## src/rtl/arb_pkg.sv

```systemverilog
package arb_pkg;
  localparam int PH_W  = 3;
  localparam int NSLOT = 1 << PH_W;

  // True when the one-hot slot vector has a bit set in [lo, hi].
  function automatic logic slot_in(input logic [NSLOT-1:0] oh, input int lo, input int hi);
    logic r;
    r = 1'b0;
    for (int i = 0; i < NSLOT; i++)
      if (i >= lo && i <= hi) r = r | oh[i];
    return r;
  endfunction
endpackage

```

## src/rtl/slot_decoder.sv

```systemverilog
module slot_decoder
  import arb_pkg::*;
(
  input  logic [PH_W-1:0]  phase,
  output logic [NSLOT-1:0] slot
);
  for (genvar g = 0; g < NSLOT; g++) begin : g_dec
    assign slot[g] = (phase == PH_W'(g));
  end
endmodule

```

## src/rtl/ram_ctrl_gate.sv

```systemverilog
module ram_ctrl_gate (
  input  logic vid_own,
  input  logic cpu_sel,
  input  logic cpu_rd_n,
  input  logic cpu_wr_n,
  output logic ram_ce_n,
  output logic ram_oe_n,
  output logic ram_we_n
);
  // Chip select and read are multiplexed; write is only gated off.
  assign ram_ce_n = vid_own ? 1'b0 : ~cpu_sel;
  assign ram_oe_n = vid_own ? 1'b0 : ~(cpu_sel & ~cpu_rd_n);
  assign ram_we_n = ~(cpu_sel & ~cpu_wr_n) | vid_own;
endmodule

```

## src/rtl/end_delay.sv

```systemverilog
module end_delay #(
  parameter int DEPTH = 4
) (
  input  logic clk,
  input  logic rst_n,
  input  logic din,
  output logic dout
);
  logic [DEPTH-1:0] sh;
  if (DEPTH == 1) begin : g_one
    always_ff @(posedge clk)
      if (!rst_n) sh <= '0;
      else        sh <= din;
  end else begin : g_many
    always_ff @(posedge clk)
      if (!rst_n) sh <= '0;
      else        sh <= {sh[DEPTH-2:0], din};
  end
  assign dout = sh[DEPTH-1];
endmodule

```

## src/rtl/vid_cpu_arbiter.sv

```systemverilog
module vid_cpu_arbiter
  import arb_pkg::*;
#(
  parameter int         FIRST_SLOT = 1,
  parameter int         END_DLY    = 4,
  parameter logic [1:0] REGION     = 2'b01
) (
  input  logic            clk,
  input  logic            rst_n,
  input  logic [PH_W-1:0] hphase,
  input  logic            disp_active,
  input  logic            force_contend,
  input  logic            disp_end,
  input  logic [1:0]      cpu_bank,
  input  logic            cpu_mreq_n,
  input  logic            cpu_rd_n,
  input  logic            cpu_wr_n,
  input  logic [7:0]      ram_rdata,
  output logic            cpu_wait_n,
  output logic            vid_own,
  output logic            strobe_pix,
  output logic            strobe_attr,
  output logic            strobe_out,
  output logic            ram_ce_n,
  output logic            ram_oe_n,
  output logic            ram_we_n,
  output logic [7:0]      float_bus,
  output logic            disp_end_dly
);
  localparam int WAIT_SLOT = FIRST_SLOT - 1;
  localparam int ATTR_SLOT = FIRST_SLOT + 1;
  localparam int WAIT_END  = FIRST_SLOT + 2;
  localparam int OUT_SLOT  = FIRST_SLOT + 3;

  logic [NSLOT-1:0] slot;
  logic grp_q, grp_en, wait_win, in_region, cpu_sel;

  slot_decoder u_dec (.phase(hphase), .slot(slot));

  // Contention decision taken at the wait slot and held for the group.
  always_ff @(posedge clk)
    if (!rst_n)               grp_q <= 1'b0;
    else if (slot[WAIT_SLOT]) grp_q <= disp_active | force_contend;

  assign grp_en    = slot[WAIT_SLOT] ? (disp_active | force_contend) : grp_q;
  assign wait_win  = grp_en & slot_in(slot, WAIT_SLOT, WAIT_END);
  assign vid_own   = grp_en & slot_in(slot, FIRST_SLOT, ATTR_SLOT);
  assign in_region = (cpu_bank == REGION);
  assign cpu_sel   = ~cpu_mreq_n & in_region;

  assign cpu_wait_n  = ~(wait_win & in_region);
  assign strobe_pix  = grp_en & slot[FIRST_SLOT];
  assign strobe_attr = grp_en & slot[ATTR_SLOT];
  assign strobe_out  = grp_en & slot[OUT_SLOT];
  assign float_bus   = (strobe_pix | strobe_attr) ? ram_rdata : 8'hFF;

  ram_ctrl_gate u_gate (
    .vid_own (vid_own),
    .cpu_sel (cpu_sel),
    .cpu_rd_n(cpu_rd_n),
    .cpu_wr_n(cpu_wr_n),
    .ram_ce_n(ram_ce_n),
    .ram_oe_n(ram_oe_n),
    .ram_we_n(ram_we_n)
  );

  end_delay #(.DEPTH(END_DLY)) u_dly (
    .clk (clk),
    .rst_n(rst_n),
    .din (disp_end),
    .dout(disp_end_dly)
  );
endmodule

```

## config.mk

```make
export PLATFORM = sky130hd
export DESIGN_NAME = vid_cpu_arbiter
export DESIGN_NICKNAME = d
export VERILOG_FILES = /design/src/rtl/arb_pkg.sv /design/src/rtl/slot_decoder.sv /design/src/rtl/ram_ctrl_gate.sv /design/src/rtl/end_delay.sv /design/src/rtl/vid_cpu_arbiter.sv
export SDC_FILE = /design/constraint.sdc
export NUM_CORES = 1
export LEC_CHECK = 0
export ABC_AREA = 1
export BUFFER_PORTS_ARGS = -buffer_cell sky130_fd_sc_hd__buf_2
export CAP_MARGIN = 20
export CORE_AREA = 2 2 39 41
export DETAILED_ROUTE_END_ITERATION = 8
export DIE_AREA = 0 0 41 43
export PLACE_DENSITY = 0.69
export SYNTH_ARGS = -nofsm -noshare
export SYNTH_HDL_FRONTEND = slang
export SYNTH_HIERARCHICAL = 1
export SYNTH_SLANG_ARGS = --single-unit
```

## constraint.sdc

```tcl
create_clock -name clk -period 1.3 [get_ports clk]
set_input_delay 0.065 -clock clk [delete_from_list [all_inputs] [get_ports clk]]
set_output_delay 0.065 -clock clk [all_outputs]
set_load 0.005 [all_outputs]
```

* After elaboration in Yosys (flattened, before gate mapping)
Index checks and enable logic that the tools add are counted.
** Storage, ports and cells
- Bits in registers :: 5
- Latch bits :: 0
- Memory bits (writable) :: 0
- Memory bits (read-only) :: 0
- Bits of input ports :: 21
- Word-level logic and storage cells :: 35
- Memories :: 0
** Cells by class
- Add/sub/neg operators :: 0
- Multipliers :: 0
- Div/mod/pow operators :: 0
- Order comparisons :: 0
- Equal/unequal tests :: 5
- Shifts and indexed selects :: 0
- Mux-type cells :: 4
- Bitwise gates (word level) :: 23
- Reduce and logical (&&, ||, !) cells :: 1
** Operators by type and width (count)
- bitwise AND 1 bit :: 9
- 2-to-1 mux 8 bit :: 1
- NOT 1 bit :: 7
- OR 1 bit :: 7
- == test 3 x 2 -> 1 bit (second input constant) :: 2
- == test 3 x 1 -> 1 bit (second input constant) :: 1
- == test 3 bit (second input constant) :: 1
- logical NOT 3 bit :: 1
- 2-to-1 mux 1 bit :: 3
- == test 2 x 1 -> 1 bit (second input constant) :: 1

* Depth between registers and ports, before layout
- Depth in word-level cells :: 7
- Depth in mapped cells :: 10

* Modules after synthesis
The synthesis kept the hierarchy.
** By module, submodules not included
- vid_cpu_arbiter :: times used 1, cells each 43, area an instance 217.7 um^2, seq. area each 20.0 um^2
- end_delay :: times used 1, cells each 12, area an instance 110.1 um^2, seq. area each 80.1 um^2
- slot_decoder :: times used 1, cells each 15, area an instance 56.3 um^2, seq. area each 0.0 um^2
- ram_ctrl_gate :: times used 1, cells each 7, area an instance 32.5 um^2, seq. area each 0.0 um^2

* Worst setup path after synthesis
No wires, ideal clock.
- Path kind :: input-to-output
- Start :: input port hphase[0]
- End :: output port ram_oe_n
- Arrival time :: 1.023 ns
- Path slack :: 0.212 ns
- Cell stages on the path :: 10
- Path buffers :: 0
- Cells stage by stage :: inv_1 > nand2_1 > nor2_1 > inv_2 > nand2_4 > nand2_4 > nor2_1 > inv_2 > nand2_2 > nand2_1
** On the way
- Word-level cells in the longest chain between the ends :: 4
- Elaborated cells between the ends (all ways) :: 7
** Ends and longest elaborated chain
- start, declared :: RTL line vid_cpu_arbiter.sv:10 : input logic [PH_W-1:0] hphase,
- logical NOT 3 bit :: RTL line slot_decoder.sv:8 : assign slot[g] = (phase == PH_W'(g));
- via slot[0] :: RTL line vid_cpu_arbiter.sv:35 : logic [NSLOT-1:0] slot;
- 2-to-1 mux 1 bit
- bitwise AND 1 bit :: RTL line vid_cpu_arbiter.sv:47 : assign vid_own = grp_en & slot_in(slot, FIRST_SLOT, ATTR_SLOT);
- via vid_own :: RTL line vid_cpu_arbiter.sv:20 : output logic vid_own,
- 2-to-1 mux 1 bit :: RTL line ram_ctrl_gate.sv:12 : assign ram_oe_n = vid_own ? 1'b0 : ~(cpu_sel & ~cpu_rd_n);
- end, declared :: RTL line vid_cpu_arbiter.sv:25 : output logic ram_oe_n,
The timed path passes the listed nets, and every way through them passes these cells.

* Worst setup path after layout
- Start :: register grp_q
- End :: output port ram_oe_n
** On the way
- Word-level cells in the longest chain between the ends :: 3
** Ends and longest elaborated chain
- start, declared :: RTL line vid_cpu_arbiter.sv:36 : logic grp_q, grp_en, wait_win, in_region, cpu_sel;
- start signal, assigned :: RTL line vid_cpu_arbiter.sv:43 : else if (slot[WAIT_SLOT]) grp_q <= disp_active | force_contend;
- 2-to-1 mux 1 bit
- bitwise AND 1 bit :: RTL line vid_cpu_arbiter.sv:47
- 2-to-1 mux 1 bit :: RTL line ram_ctrl_gate.sv:12
Every way passes these cells.

==> flow_metrics.env <==
export IMPL_status="finished clean"
export IMPL_core_mm2=0.001384
export IMPL_antenna_found_initial=0
export IMPL_drcViolationCount=0
export IMPL_intPower_w=0.0003352
export IMPL_leakage_nw=0.4065
export IMPL_dpl_hpwl_um=865.4
export IMPL_grt_first_pass_wirelength_mm=1.421
export IMPL_crit_path_end_kind="output pin"
export IMPL_grt_pass1_vias=409
export IMPL_r2r_start="grp_q$_SDFF_PN0_"
export IMPL_antenna_cells=0
export IMPL_crit_arrival_ns=1.12
export IMPL_drt_met1_wl_um=434
export IMPL_clock_latency_ns=0.24
export IMPL_cp_max_fo=5
export IMPL_wl_per_cell_um=7.415
export IMPL_startpoint="grp_q$_SDFF_PN0_"
export IMPL_hold_class="in2reg"
export IMPL_drt_pass1_iter_count=3
export IMPL_overflow=0
export IMPL_comb_power_share_pct=26.9
export IMPL_start_util_pct=29.29
export IMPL_slew_violations=0
export IMPL_cp_start_kind="register"
export IMPL_area_delta_synth_final_pct=65.43
export IMPL_power_density_mw_per_mm2=686.5
export IMPL_die_h_um=43
export IMPL_finClkSkew_ns=0.003304
export IMPL_pwr_share_clk_pct=37.9
export IMPL_cts_setup_buffers=0
export IMPL_dr_wl_met2_um=475
export IMPL_cts_tree="done"
export IMPL_fin_crit_ns=1.181
export IMPL_drive_gt1_share_pct=44.54
export IMPL_yosysWarnings=6
export IMPL_cts_sinks=5
export IMPL_top_level_ports=38
export IMPL_clockRootBuffer="clkbuf_4"
export IMPL_swShare_pct=27.20
export IMPL_routed_wl_mm=1.001
export IMPL_fin_crit_sh_pct=90.82
export IMPL_synth_area_um2=405.4
export IMPL_relSlewSlack_pct=86.15
export IMPL_track_usage_pct=11.75
export IMPL_pre_cts_slack_ns=0.1391
export IMPL_fillers=144
export IMPL_layout_commonest_cell="buf_2"
export IMPL_route_met3_wl_um=91
export IMPL_path_clk_slew_ns=0.04
export IMPL_ctsLongestPathBuffers=2
export IMPL_drt_iter0_drc=4
export IMPL_hold_violations=0
export IMPL_dr_total_vias=554
export IMPL_syn_avg_cell_area_um2=5.478
export IMPL_synth_fp_nets=95
export IMPL_layout_cells_non_filler=135
export IMPL_setup_viol=0
export IMPL_portBuffers=37
export IMPL_final_cell_mix="37 x buf_2, 23 x inv_1, 14 x nor2_1"
export IMPL_fmax_mhz=847.0
export IMPL_synthCells=74
export IMPL_nNetsFinal=141
export IMPL_fin_setup_tns_ns=0
export IMPL_hold_start="disp_end"
export IMPL_rsz0062_at_grt="false"
export IMPL_required_ns=1.24
export IMPL_power_switching_w=0.0001252
export IMPL_maxCapViolations=0
export IMPL_critPathKind="reg2out"
export IMPL_die_width_um=41
export IMPL_tightest_slew_ns=0.2070
export IMPL_dp_cells=131
export IMPL_dieArea_mm2=0.001763
export IMPL_rows=14
export IMPL_timing_final_ws_setup_ns=0.1194
export IMPL_topRoutingLayerUsed="met3"
export IMPL_cts_inserted_buffers=3
export IMPL_grt_start_max_net_pins=9
export IMPL_htree_levels=1
export IMPL_seq_power_share_pct=35.2
export IMPL_vias_per_cell=4.104
export IMPL_place_congestion=0.6896
export IMPL_antenna_left=0
export IMPL_ir_worst_vdd_mv=0.5039
[path summary, 6_finish.rpt]
check / slack, ns / depth (start not counted) / to
worst min register to register: 0.41 / 2 / u_dly/sh[2]$_SDFF_PN0_
worst max-delay path: 0.12 / 8 / ram_oe_n
worst min-delay path: 0.01 / 3 / u_dly/sh[0]$_SDFF_PN0_
worst max register to register: 0.61 / 4 / grp_q$_SDFF_PN0_
[area by class of cell]
type / instances / area, um2 / share of cell area, %
clock buffers: 4 / 26.28 / 3.918
multi-input cells: 43 / 210.2 / 31.34
well taps: 16 / 20.02 / 2.985
inverters: 26 / 97.59 / 14.55
flip-flops and latches: 5 / 101.3 / 15.11
repair buffers: 41 / 215.2 / 32.09
[metrics by stage]
| stage | utilization [%] | hold WS, ns | area [um2] | total power (W) |
|---|---|---|---|---|
| floorplan | - | 0.1585 | 405.4 | 0.0002252 |
| global placement | 46.29 | 0.2477 | 640.6 | 0.0002855 |
| detailed placement | 46.29 | 0.2591 | 640.6 | 0.0002878 |
| CTS | 48.19 | 0.006192 | 666.9 | 0.0004707 |
| global route | 48.46 | 0.008879 | 670.6 | 0.0004963 |
| finish | 48.46 | 0.01283 | 670.6 | 0.0004604 |
[power by group through the flow]
stage               registers, W  logic [W]  clock network (W)
global route            0.000162   0.000141           0.000193
detailed placement      0.000164   0.000124                  0
floorplan               0.000164  0.0000611                  0
finish                  0.000162   0.000124           0.000175
CTS                     0.000161   0.000124           0.000185
global placement        0.000164   0.000121                  0
[routing by layer]
layer	GRT usage (%)	up-vias
met5	0	-
met3	3.141	0
met1	11.58	225
met2	19.69	23
li1	-	306
met4	8.000	0
[registers in the layout, indices dropped and copies added, names as in the netlist]
register	cells
u_dly/sh	4
grp_q	1
[what timing repair did]
item,in CTS,in global routing
gates resized for setup,0,2
setup endpoints to repair,0,2
hold buffers,0,0
[worst max-delay path: stages, from the launching register on]
cell and delay, ns:
dfxtp_2 0.32, inv_1 0.05, nand2_4 0.07, nand2_4 0.06, nor2_2 0.10, inv_2 0.06, nand2_2 0.06, nand2_1 0.04
buf_2 0.12
(Power assumes the default switching activity.)
